--- src/rtl/tlbm_pkg.sv ---
package tlbm_pkg;
  localparam int NUM_TRAP = 6;
  localparam int SRC_W    = 3;
  // style of each trap control in priority order, 1 = 32-bit hypervisor
  localparam logic [NUM_TRAP-1:0] TRAP_IS32 = 6'b110010;

  typedef enum logic [2:0] {
    RES_NOMATCH = 3'd0,
    RES_UNDEF   = 3'd1,
    RES_TRAP64  = 3'd2,
    RES_TRAP32  = 3'd3,
    RES_EXEC    = 3'd4
  } res_kind_e;

  typedef enum logic [1:0] {
    RGM_NONE  = 2'd0,
    RGM_LOWER = 2'd1,
    RGM_HIGH  = 2'd2
  } regime_e;
endpackage

--- src/rtl/tlbm_enc_match.sv ---
module tlbm_enc_match #(
  parameter logic [3:0] M_COPROC = 4'b1111,
  parameter logic [2:0] M_OPC1   = 3'b000,
  parameter logic [3:0] M_CRN    = 4'b1000,
  parameter logic [3:0] M_CRM    = 4'b0011,
  parameter logic [2:0] M_OPC2   = 3'b010
) (
  input  logic [3:0] coproc_i,
  input  logic [2:0] opc1_i,
  input  logic [3:0] crn_i,
  input  logic [3:0] crm_i,
  input  logic [2:0] opc2_i,
  output logic       hit_o
);
  logic [4:0] fld_ok;
  assign fld_ok[0] = (coproc_i == M_COPROC);
  assign fld_ok[1] = (opc1_i   == M_OPC1);
  assign fld_ok[2] = (crn_i    == M_CRN);
  assign fld_ok[3] = (crm_i    == M_CRM);
  assign fld_ok[4] = (opc2_i   == M_OPC2);
  assign hit_o = &fld_ok;
endmodule

--- src/rtl/tlbm_trap_chain.sv ---
module tlbm_trap_chain
  import tlbm_pkg::*;
(
  input  logic                enable_i,
  input  logic                hyp_is32_i,
  input  logic [NUM_TRAP-1:0] ctl_i,
  output logic                hit_o,
  output logic                is32_o,
  output logic [SRC_W-1:0]    src_o
);
  logic [NUM_TRAP-1:0] armed;

  for (genvar g = 0; g < NUM_TRAP; g++) begin : g_arm
    assign armed[g] = enable_i & ctl_i[g] & (TRAP_IS32[g] == hyp_is32_i);
  end

  // lowest index wins
  always_comb begin
    hit_o  = 1'b0;
    is32_o = 1'b0;
    src_o  = '0;
    for (int i = NUM_TRAP - 1; i >= 0; i--) begin
      if (armed[i]) begin
        hit_o  = 1'b1;
        is32_o = TRAP_IS32[i];
        src_o  = SRC_W'(i + 1);
      end
    end
  end
endmodule

--- src/rtl/tlbm_exec_attr.sv ---
module tlbm_exec_attr
  import tlbm_pkg::*;
(
  input  logic [1:0] cur_el_i,
  input  logic       hyp_is32_i,
  input  logic       xs_feat_i,
  input  logic       ext_ctl_feat_i,
  input  logic       ext_ctl_en_i,
  input  logic       no_xs_ctl_i,
  output regime_e    regime_o,
  output logic       vmid_valid_o,
  output logic       excl_xs_o
);
  logic el1_skip;
  assign el1_skip = xs_feat_i & ext_ctl_feat_i & ext_ctl_en_i & no_xs_ctl_i & ~hyp_is32_i;

  always_comb begin
    regime_o     = RGM_NONE;
    vmid_valid_o = 1'b0;
    excl_xs_o    = 1'b0;
    unique case (cur_el_i)
      2'd1: begin
        regime_o     = RGM_LOWER;
        vmid_valid_o = 1'b1;
        excl_xs_o    = el1_skip;
      end
      2'd2: begin
        regime_o     = RGM_LOWER;
        vmid_valid_o = 1'b1;
      end
      2'd3: regime_o = RGM_HIGH;
      default: ;
    endcase
  end
endmodule

--- src/rtl/tlbm_access_arb.sv ---
module tlbm_access_arb
  import tlbm_pkg::*;
#(
  parameter int          OPND_W   = 32,
  parameter int          ASID_W   = 8,
  parameter int          VMID_W   = 16,
  parameter int          SYN_W    = 6,
  parameter logic [5:0]  TRAP_SYN = 6'h03
) (
  input  logic                clk_i,
  input  logic                rst_ni,
  input  logic                req_valid_i,
  input  logic [3:0]          coproc_i,
  input  logic [2:0]          opc1_i,
  input  logic [3:0]          crn_i,
  input  logic [3:0]          crm_i,
  input  logic [2:0]          opc2_i,
  input  logic [OPND_W-1:0]   operand_i,
  input  logic [1:0]          cur_el_i,
  input  logic                hyp_en_i,
  input  logic                hyp_is32_i,
  input  logic [5:0]          trap_ctl_i,
  input  logic                xs_feat_i,
  input  logic                ext_ctl_feat_i,
  input  logic                ext_ctl_en_i,
  input  logic                no_xs_ctl_i,
  input  logic [VMID_W-1:0]   vmid_i,
  output logic                rsp_valid_o,
  output logic [2:0]          rsp_kind_o,
  output logic [2:0]          trap_src_o,
  output logic [SYN_W-1:0]    syndrome_o,
  output logic [1:0]          regime_o,
  output logic                vmid_valid_o,
  output logic [VMID_W-1:0]   vmid_o,
  output logic                excl_xs_o,
  output logic [ASID_W-1:0]   asid_o
);
  localparam logic [SYN_W-1:0] SYN_CODE = SYN_W'(TRAP_SYN);

  logic             enc_hit;
  logic             trap_hit, trap_is32;
  logic [SRC_W-1:0] trap_src;
  regime_e          ex_regime;
  logic             ex_vmid_v, ex_excl;

  tlbm_enc_match u_match (
    .coproc_i (coproc_i),
    .opc1_i   (opc1_i),
    .crn_i    (crn_i),
    .crm_i    (crm_i),
    .opc2_i   (opc2_i),
    .hit_o    (enc_hit)
  );

  // trap controls only consulted at level 1 with hypervisor enabled
  tlbm_trap_chain u_chain (
    .enable_i   (hyp_en_i && cur_el_i == 2'd1),
    .hyp_is32_i (hyp_is32_i),
    .ctl_i      (trap_ctl_i),
    .hit_o      (trap_hit),
    .is32_o     (trap_is32),
    .src_o      (trap_src)
  );

  tlbm_exec_attr u_attr (
    .cur_el_i       (cur_el_i),
    .hyp_is32_i     (hyp_is32_i),
    .xs_feat_i      (xs_feat_i),
    .ext_ctl_feat_i (ext_ctl_feat_i),
    .ext_ctl_en_i   (ext_ctl_en_i),
    .no_xs_ctl_i    (no_xs_ctl_i),
    .regime_o       (ex_regime),
    .vmid_valid_o   (ex_vmid_v),
    .excl_xs_o      (ex_excl)
  );

  res_kind_e         kind_d;
  logic [SRC_W-1:0]  src_d;
  logic [SYN_W-1:0]  syn_d;
  regime_e           rgm_d;
  logic              vv_d, xs_d;
  logic [VMID_W-1:0] vmid_d;
  logic [ASID_W-1:0] asid_d;

  always_comb begin
    kind_d = RES_NOMATCH;
    src_d  = '0;
    syn_d  = '0;
    rgm_d  = RGM_NONE;
    vv_d   = 1'b0;
    xs_d   = 1'b0;
    vmid_d = '0;
    asid_d = '0;
    if (enc_hit) begin
      asid_d = operand_i[ASID_W-1:0];
      if (cur_el_i == 2'd0) begin
        kind_d = RES_UNDEF;
      end else if (trap_hit) begin
        kind_d = trap_is32 ? RES_TRAP32 : RES_TRAP64;
        src_d  = trap_src;
        syn_d  = SYN_CODE;
      end else begin
        kind_d = RES_EXEC;
        rgm_d  = ex_regime;
        vv_d   = ex_vmid_v;
        xs_d   = ex_excl;
        vmid_d = ex_vmid_v ? vmid_i : '0;
      end
    end
  end

  always_ff @(posedge clk_i or negedge rst_ni) begin
    if (!rst_ni) begin
      rsp_valid_o  <= 1'b0;
      rsp_kind_o   <= RES_NOMATCH;
      trap_src_o   <= '0;
      syndrome_o   <= '0;
      regime_o     <= RGM_NONE;
      vmid_valid_o <= 1'b0;
      vmid_o       <= '0;
      excl_xs_o    <= 1'b0;
      asid_o       <= '0;
    end else begin
      rsp_valid_o <= req_valid_i;
      if (req_valid_i) begin
        rsp_kind_o   <= kind_d;
        trap_src_o   <= src_d;
        syndrome_o   <= syn_d;
        regime_o     <= rgm_d;
        vmid_valid_o <= vv_d;
        vmid_o       <= vmid_d;
        excl_xs_o    <= xs_d;
        asid_o       <= asid_d;
      end
    end
  end
endmodule


--- config.mk ---
export PLATFORM = sky130hd
export DESIGN_NAME = tlbm_access_arb
export DESIGN_NICKNAME = d
export VERILOG_FILES = /design/src/rtl/tlbm_pkg.sv /design/src/rtl/tlbm_enc_match.sv /design/src/rtl/tlbm_trap_chain.sv /design/src/rtl/tlbm_exec_attr.sv /design/src/rtl/tlbm_access_arb.sv
export SDC_FILE = /design/constraint.sdc
export NUM_CORES = 1
export LEC_CHECK = 0
export BUFFER_PORTS_ARGS = -buffer_cell sky130_fd_sc_hd__buf_2
export CORE_ASPECT_RATIO = 0.8
export CORE_MARGIN = 2
export CORE_UTILIZATION = 40
export CTS_CLUSTER_SIZE = 20
export DETAILED_ROUTE_END_ITERATION = 10
export PLACE_DENSITY = 0.76
export SYNTH_ARGS = -nofsm -noshare
export SYNTH_HDL_FRONTEND = slang
export SYNTH_SLANG_ARGS = --single-unit
--- constraint.sdc ---
create_clock -name clk_i -period 0.82 [get_ports clk_i]
set_input_delay 0.082 -clock clk_i [delete_from_list [all_inputs] [get_ports clk_i]]
set_output_delay 0.082 -clock clk_i [all_outputs]
set_load 0.01 [all_outputs]
==> results.toml, run 1 <==
[place]
dp_cells = 346
post-dp-hpwl_mm = 3.380
gp_congestion = 0.8688
portBuffers = 95

[worst_setup_path]
crit_path_start_kind = "input port"
regToRegSetupSlack_ns = -0.03
crit_type = "input port to flip-flop"
critPathRequiredTime_ns = 1.03
crit_fanout = 3
cp.arrival_ns = 1.18
end_kind = "flip-flop"

[clock_tree]
htreeDepth = 2
cts_buffers = 5
worstSkewPairLatency_ns = 0.28
cts_root_buf = "clkbuf_8"
tritoncts = "yes"
clkTransAtPathRegs_ns = 0.08
max-clock-path-buffers = 2
clock-sinks = 35

[die]
io_pins = 124
rows = 22
die_h_um = 67.14
coreArea_mm2 = 0.004679
start_util_pct = 42.59
dieArea_mm2 = 0.005567
dieWidth_um = 82.92

[timing]
setup_violations = 71
skew_ns = 0
fin_ws_ns = -0.1529
fmax_mhz = 1028
final_max_slew_viol_count = 0
finalCritPeriodShare_pct = 118.6
grt_setup_unrepaired = "yes"
hold_violations = 0
period_needed_ns = 0.9729

[route]
viasPerCell = 4.763
wl_per_cell_um = 12.61
drt-total-wl_mm = 4.629
ant_nets = 0
drt_iter0_drc = 55
drt_pass1_iterations = 4
vias = 1748
drc_errors = 0

[yosys]
ys_ff_latch = 35
postSynthCellCount = 188
yosysTopAreaCell = "dfrtp_1"
yosys-top-cells-count = "inv_1 (44), dfrtp_1 (35), o22ai_2 (30)"
yosysTopAreaCellShare_pct = 43.94
synth_edf_count = 0
synthDistinctLibCells = 35
yosysWarnings = 0
synth_area_leaders = "dfrtp_1 (44%), o22ai_2 (19%), inv_1 (8.3%), nand4_1 (5.3%), buf_4 (2.6%)"
synth.most_common_cell = "inv_1"
synth.avg_cell_area_um2 = 10.60
async_flop_share_pct = 100.0
seq_area_frac_synth_pct = 43.94
synth_area_mm2 = 0.001993
synthFlopType = "dfrtp_1"

[grt]
met3_usage_pct = 5.257
grt_pass1_vias = 1624
grt_pass1_wl_mm = 7.507
grt_overflow = 0
grt_use_total_pct = 16.85
antenna_found_initial = 0
grt_use_met2_pct = 27.72
busiest_layer = "met2"
grt_use_met1_pct = 22.27
grt_max_degree = 36

[power_and_ir_drop]
powerDensity_mw_per_mm2 = 1195
power.leakage_uw = 0.001482
ir_worst_vdd_uv = 722.2

[min_path]
hold_class = "input port to flip-flop"

[finish]
fillers = 405
area_delta_synth_final_pct = 48.15
finalNonFillerCells = 367
drive_above_1_share_pct = 58.63
nNetsFinal = 392
final_util_pct = 63.10
n_antenna_cell = 0

[status]
violations = "negative setup slack"
outcome = "finished with violations"

[flow_run]
max_cap_viol_count = 0
-- per-layer routing --
| metal | share of wire, % | vias up |
|---|---|---|
| li1 | - | 869 |
| met1 | 45 | 812 |
| met2 | 48 | 65 |
| met3 | 6.7 | 2 |
| met4 | 0.30 | 0 |
| met5 | 0 | - |
-- timing repair --
item | CTS | global route
setup buffers | 7 | 5
pin swaps | 5 | 12
resized for setup | 14 | 14
endpoints found under the setup margin | 71 | 71
hold buffers | 1 | 0
hold endpoints to repair | 35 | 0
-- where the power goes --
| group | switching, uW | internal (uW) |
|---|---|---|
| registers | 0.380 | 1730 |
| clock network | 636 | 591 |
| logic | 295 | 278 |
-- logic make-up after synthesis --
logic type               after synthesis  synth area share, %
other                                  1               0.1881
buffers and inverters                 64                15.19
AO/OA/AOI/OAI                         41                22.79
flip-flops                            35                43.94
adder cells (fa/ha/maj)                3                1.883
AND/OR/NAND/NOR                       44                16.01
-- final timing paths --
kind | from | endpoint | cells past startpoint
max | cur_el_i[1] | trap_src_o[2] | 7
min | operand_i[3] | asid_o[3] | 3
max reg2reg | vmid_o[15] | vmid_o[15] | 4
min reg2reg | asid_o[2] | asid_o[2] | 2
max in group asynchronous | rst_ni | rsp_kind_o[0] | 3
min in group asynchronous | rst_ni | asid_o[0] | 3
-- registers in the layout, summed over array words and instances (netlist names) --
register      count
rsp_kind_o        3
trap_src_o        3
vmid_valid_o      1
asid_o            8
regime_o          2
vmid_o           16
excl_xs_o         1
rsp_valid_o       1
-- cells in the final DEF (no fill, tap or decap), drive strengths merged, types with 3 or more instances in the layout --
cell type	n
buf	127
inv	44
dfrtp	35
o22ai	33
nand4	18
nand2	6
clkbuf	5
nand2b	4
conb	4
nor2	3
nor3	3
ha	3
-- final cells by class --
cell class                 count  area, um^2  area share [%]
multi-input combinational     92       884.6           29.96
sequential                    35       875.8           29.66
clock buffer                   5       68.82           2.331
inverter                      44       177.7           6.017
clock inverter                 3       20.02          0.6780
timing repair buffer         128       850.8           28.81
tap                           60       75.07           2.542
-- stage by stage --
| stage | cell area (um^2) | hold WS [ns] | setup TNS [ns] | total power, uW | setup WS (ns) |
|---|---|---|---|---|---|
| 3_5_place_dp | 2631 | 0.05511 | -14.34 | 2295 | -0.5101 |
| 3_3_place_gp | 2631 | 0.05891 | -13.47 | 2290 | -0.4796 |
| 4_1_cts | 2846 | 0.03377 | -5.581 | 3555 | -0.1330 |
| 6_report | 2953 | 0.03959 | -4.727 | 3527 | -0.1529 |
| 2_1_floorplan | 2063 | -0.2136 | -6.817 | 2041 | -0.2882 |
| 5_1_grt | 2953 | 0.03423 | -7.706 | 3724 | -0.1782 |
-- worst max-delay path, stage by stage --
cell	delay (ns)
buf_12	0.11
inv_12	0.04
ha_4	0.12
nand2_4	0.05
a211o_4	0.29
or3b_1	0.39
o22ai_2	0.09
Power figures use the tool's default switching activity.
==> run 2, diff against run 1 <==
Settings changed: SKIP_CTS_REPAIR_TIMING set to 1, SKIP_LAST_GASP set to 1.
==> run 2 against run 1 <==
  * Critical path type unchanged
  * Largest cell class is now flip-flops and latches
  * Die area did not move
  * Routed wire length is 0.50% lower
  * Critical endpoint unchanged
  * Critical path depth unchanged
  * Clock skew stayed put
  * The run still ends with negative setup slack left
==> results.toml, run 2 (same netlist as run 1, synthesis figures left out) <==
[die]
start_util_pct = 42.59
rows = 22
die_h_um = 67.14
dieWidth_um = 82.92
coreArea_mm2 = 0.004679
io_pins = 124
dieArea_mm2 = 0.005567

[finish]
final_util_pct = 62.25
top_register = "vmid_o"
mostFrequentLayoutCell = "buf_2"
final_cell_mix = "buf_2 (86), inv_1 (43), dfrtp_1 (35)"
multi_input_area_um2 = 868.3
n_antenna_cell = 0
nNetsFinal = 392
drive_above_1_share_pct = 58.31
largest_reg_flops = 16
area_delta_synth_final_pct = 46.14
seq_area_um2 = 875.8
reg.largest.list = "vmid_o x16, asid_o x8"
fillers = 417

[grt]
grt_overflow = 0
grt_max_degree = 36
grt_pass1_vias = 1587
grt_pass1_wl_mm = 7.417
antenna_found_initial = 0
grt_use_total_pct = 16.63

[timing]
fin_tns_setup_ns = -4.752
finalCritPeriodShare_pct = 117.6
fmax_mhz = 1037
grt_setup_unrepaired = "yes"
setup_violations = 71
skew_ns = 0
final_max_slew_viol_count = 0
hold_violations = 0
fin_ws_ns = -0.1441
period_needed_ns = 0.9641
timing.hold.ws_ns = 0.03866

[worst_setup_path]
end_kind = "flip-flop"
rr_worst_depth = 3
crit_path_start_kind = "input port"
cp.arrival_ns = 1.18
critPathRequiredTime_ns = 1.03
regToRegSetupSlack_ns = 0.05
crit_type = "input port to flip-flop"
r2r-start = "rsp_kind_o[1]"
crit_fanout = 3
regToRegEndpoint = "rsp_kind_o[1]"
crit_path_start = "cur_el_i[1]"

[min_path]
whs_path_depth = 3
whs_endpoint = "asid_o[3]"
hold_class = "input port to flip-flop"
hold_start = "operand_i[3]"

[clock_tree]
clkTransAtPathRegs_ns = 0.08
worstSkewPairLatency_ns = 0.28
max-clock-path-buffers = 2
tritoncts = "yes"
htreeDepth = 2
clock-sinks = 35
cts_buffers = 5
cts_root_buf = "clkbuf_8"

[route]
drt-total-wl_mm = 4.606
drt_iter0_drc = 49
drt_pass1_iterations = 4
vias = 1738
ant_nets = 0
wl_per_cell_um = 12.55
drc_errors = 0
viasPerCell = 4.736

[power_and_ir_drop]
powerDensity_mw_per_mm2 = 1207
ir_worst_vdd_uv = 713.6
switching_share_pct = 26.43
power_frac_comb_pct = 15.9
power.leakage_uw = 0.001468
p_clk_share_pct = 35.0
switchingPower_uw = 928.9
power_uw = 3515
power_frac_seq_pct = 49.2
internal-power_uw = 2586

[flow_run]
max_cap_viol_count = 0

[status]
violations = "negative setup slack"
outcome = "finished with violations"

[place]
post-dp-hpwl_mm = 3.380
gp_congestion = 0.8688
portBuffers = 95
run 2: cell counts in the layout (fill, tap and decap cells not counted):
Identical to the previous run, type by type.
run 2: layout make-up:
cell class,instances,area share (%)
well taps,60,2.577
multi-input cells,92,29.81
clock buffers,5,2.363
inverters,44,6.100
clock inverters,3,0.6873
flip-flops and latches,35,30.07
repair buffers,128,28.39
run 2: metrics by stage:
| stage | instances | setup WS (ns) | cell area (um^2) |
|---|---|---|---|
| floorplan | 191 | -0.2882 | 2063 |
| global placement | 346 | -0.4796 | 2631 |
| detailed placement | 346 | -0.5101 | 2631 |
| CTS | 354 | -0.2179 | 2720 |
| global route | 367 | -0.1697 | 2913 |
| finish | 367 | -0.1441 | 2913 |
run 2: critical path: stages:
cell     delay (ns)
buf_12         0.11
inv_12         0.04
ha_4           0.12
nand2_4        0.04
a211o_1        0.30
or3b_1         0.38
o22ai_2        0.09
run 2: metal layers:
layer	part of all wire (%)	wire, um	up-vias	global-route usage [%]
li1	-	-	870	-
met5	0	0	-	0
met1	47	2144	789	22.12
met4	0.30	14	0	3.074
met2	46	2112	77	27.22
met3	7.3	334	2	5.379
run 2: worst max path at each step:
stage,to,depth (start not counted)
floorplan,trap_src_o[2],6
global placement,trap_src_o[2],7
detailed placement,trap_src_o[2],7
CTS,trap_src_o[2],7
global route,trap_src_o[2],7
finish,trap_src_o[2],7
run 2: power groups by stage:
stage / Combinational, uW / Sequential, uW / Clock, uW
2_1_floorplan: 277 / 1760 / 0
3_3_place_gp: 528 / 1760 / 0
3_5_place_dp: 534 / 1760 / 0
4_1_cts: 536 / 1730 / 1280
5_1_grt: 611 / 1730 / 1370
6_report: 559 / 1730 / 1230
==> run 3, diff against run 2 <==
==> constraint.sdc (replaced) <==
create_clock -name clk_i -period 1.15 [get_ports clk_i]
set_input_delay 0.0575 -clock clk_i [delete_from_list [all_inputs] [get_ports clk_i]]
set_output_delay 0.0575 -clock clk_i [all_outputs]
set_load 0.01 [all_outputs]
==> run 3 against run 2 <==
  * The flow finishes with violations (negative hold slack)
  * Clock-buffer cell count grew 1
  * First-iteration DRC count increased by 35%
  * Combinational power shrank 35%
  * Total power down 22%
  * Die area unchanged
  * Clock power fell by 7%
  * Via count fell by 2.8%
  * Cell count down 4.6%
  * Flip-flop and latch count unchanged
  * Core utilization shrank 4.6 points
  * Cell area down 7.3%
  * Critical path type unchanged
  * Critical endpoint is now vmid_o[10]
  * Highest routed layer unchanged
==> results.toml, run 3 (same netlist as run 1, synthesis figures left out) <==
[finish]
fillers = 417
area_delta_synth_final_pct = 35.40
reg.largest.list = "vmid_o x16, asid_o x8"
top_register = "vmid_o"
largest_reg_flops = 16
nNetsFinal = 375
final_cell_mix = "buf_2 (95), inv_1 (44), dfrtp_1 (35)"
mostFrequentLayoutCell = "buf_2"
drive_above_1_share_pct = 54.14
n_antenna_cell = 0

[route]
drt-total-wl_mm = 4.692
wl_met1_mm = 2.181
drt_pass1_iterations = 4
highest_layer = "met4"
drc_errors = 0
drt_iter0_drc = 66
dr_wl_met3_um = 353
viasPerCell = 4.826
ant_nets = 0
wl_met2_mm = 2.115
wl_per_cell_um = 13.41
vias = 1689

[clock_tree]
htreeDepth = 2
cts_buffers = 5
clkTransAtPathRegs_ns = 0.07
worstSkewPairLatency_ns = 0.28
clock-sinks = 35
cts_root_buf = "clkbuf_8"
tritoncts = "yes"
max-clock-path-buffers = 2

[place]
portBuffers = 95
gp_congestion = 0.8375
post-dp-hpwl_mm = 3.437

[timing]
setup_violations = 0
skew_ns = 0
hold_violations = 3
fin_tns_setup_ns = 0
timing.hold.ws_ns = -0.003332
period_needed_ns = 1.044
fmax_mhz = 958.1
final_max_slew_viol_count = 0
finalCritPeriodShare_pct = 90.76
grt_setup_unrepaired = "no"

[die]
die_h_um = 67.14
io_pins = 124
rows = 22
dieWidth_um = 82.92
start_util_pct = 42.59
dieArea_mm2 = 0.005567
coreArea_mm2 = 0.004679

[status]
violations = "negative hold slack"
outcome = "finished with violations"

[worst_setup_path]
end_kind = "flip-flop"
crit_fanout = 19
cp.arrival_ns = 1.21
regToRegSetupSlack_ns = 0.49
critPathRequiredTime_ns = 1.31
crit_path_start_kind = "input port"
crit_type = "input port to flip-flop"

[grt]
grt_pass1_wl_mm = 7.362
grt_max_degree = 36
grt_use_total_pct = 16.66
antenna_found_initial = 0
grt_overflow = 0
grt_pass1_vias = 1638

[power_and_ir_drop]
powerDensity_mw_per_mm2 = 1013
ir_worst_vdd_uv = 562.2
power_uw = 2734
power.leakage_uw = 0.001366

[flow_run]
max_cap_viol_count = 0

[min_path]
hold_class = "input port to flip-flop"
[run 3: changes by cell type in the layout (fill, tap and decap cells not counted), sizes merged]
cell,change
clkbuf,+1
bufinv,+1
clkinvlp,-2
buf,-17
[run 3: critical path: stages]
cell	delay, ns
buf_2	0.10
inv_1	0.07
ha_2	0.17
nand2_1	0.09
a211o_1	0.28
buf_4	0.22
nand4_1	0.13
o22ai_2	0.07
[run 3: worst paths after layout]
| check | from | end | cells past startpoint |
|---|---|---|---|
| min in group asynchronous | rst_ni | asid_o[6] | 3 |
| min reg2reg | rsp_kind_o[2] | rsp_kind_o[2] | 2 |
| max | cur_el_i[1] | vmid_o[10] | 8 |
| min | operand_i[0] | asid_o[0] | 3 |
| max in group asynchronous | rst_ni | vmid_o[11] | 3 |
| max reg2reg | rsp_kind_o[1] | rsp_kind_o[1] | 2 |
[run 3: metal layers]
| layer | up-vias | track usage, % |
|---|---|---|
| met1 | 780 | 20.68 |
| met5 | - | 0 |
| met3 | 6 | 5.379 |
| li1 | 831 | - |
| met4 | 0 | 3.689 |
| met2 | 72 | 28.93 |
[run 3: layout make-up]
type | count | area [um^2] | share of cell area (%)
flip-flops and latches | 35 | 875.8 | 32.45
multi-input cells | 92 | 842.1 | 31.20
repair buffers | 111 | 623.1 | 23.09
inverters | 44 | 165.2 | 6.120
clock buffers | 6 | 82.58 | 3.060
well taps | 60 | 75.07 | 2.782
clock inverters | 2 | 35.03 | 1.298
[run 3: report_power, final]
part	switching, uW	leakage (uW)	internal, uW
combinational	200	0.000818	166
clock	435	0.0000612	701
sequential	0.270	0.000487	1230
total	635	0.00137	2100
[run 3: stage by stage]
| stage | std cells | util (%) | setup WS [ns] | cell area, um^2 |
|---|---|---|---|---|
| after floorplan | 191 | - | -0.0002564 | 2008 |
| after global placement | 341 | 54.65 | -0.2117 | 2557 |
| after detailed placement | 341 | 54.65 | -0.2499 | 2557 |
| after CTS | 349 | 57.17 | 0.05417 | 2675 |
| after global routing | 350 | 57.67 | 0.03468 | 2699 |
| final | 350 | 57.67 | 0.1063 | 2699 |
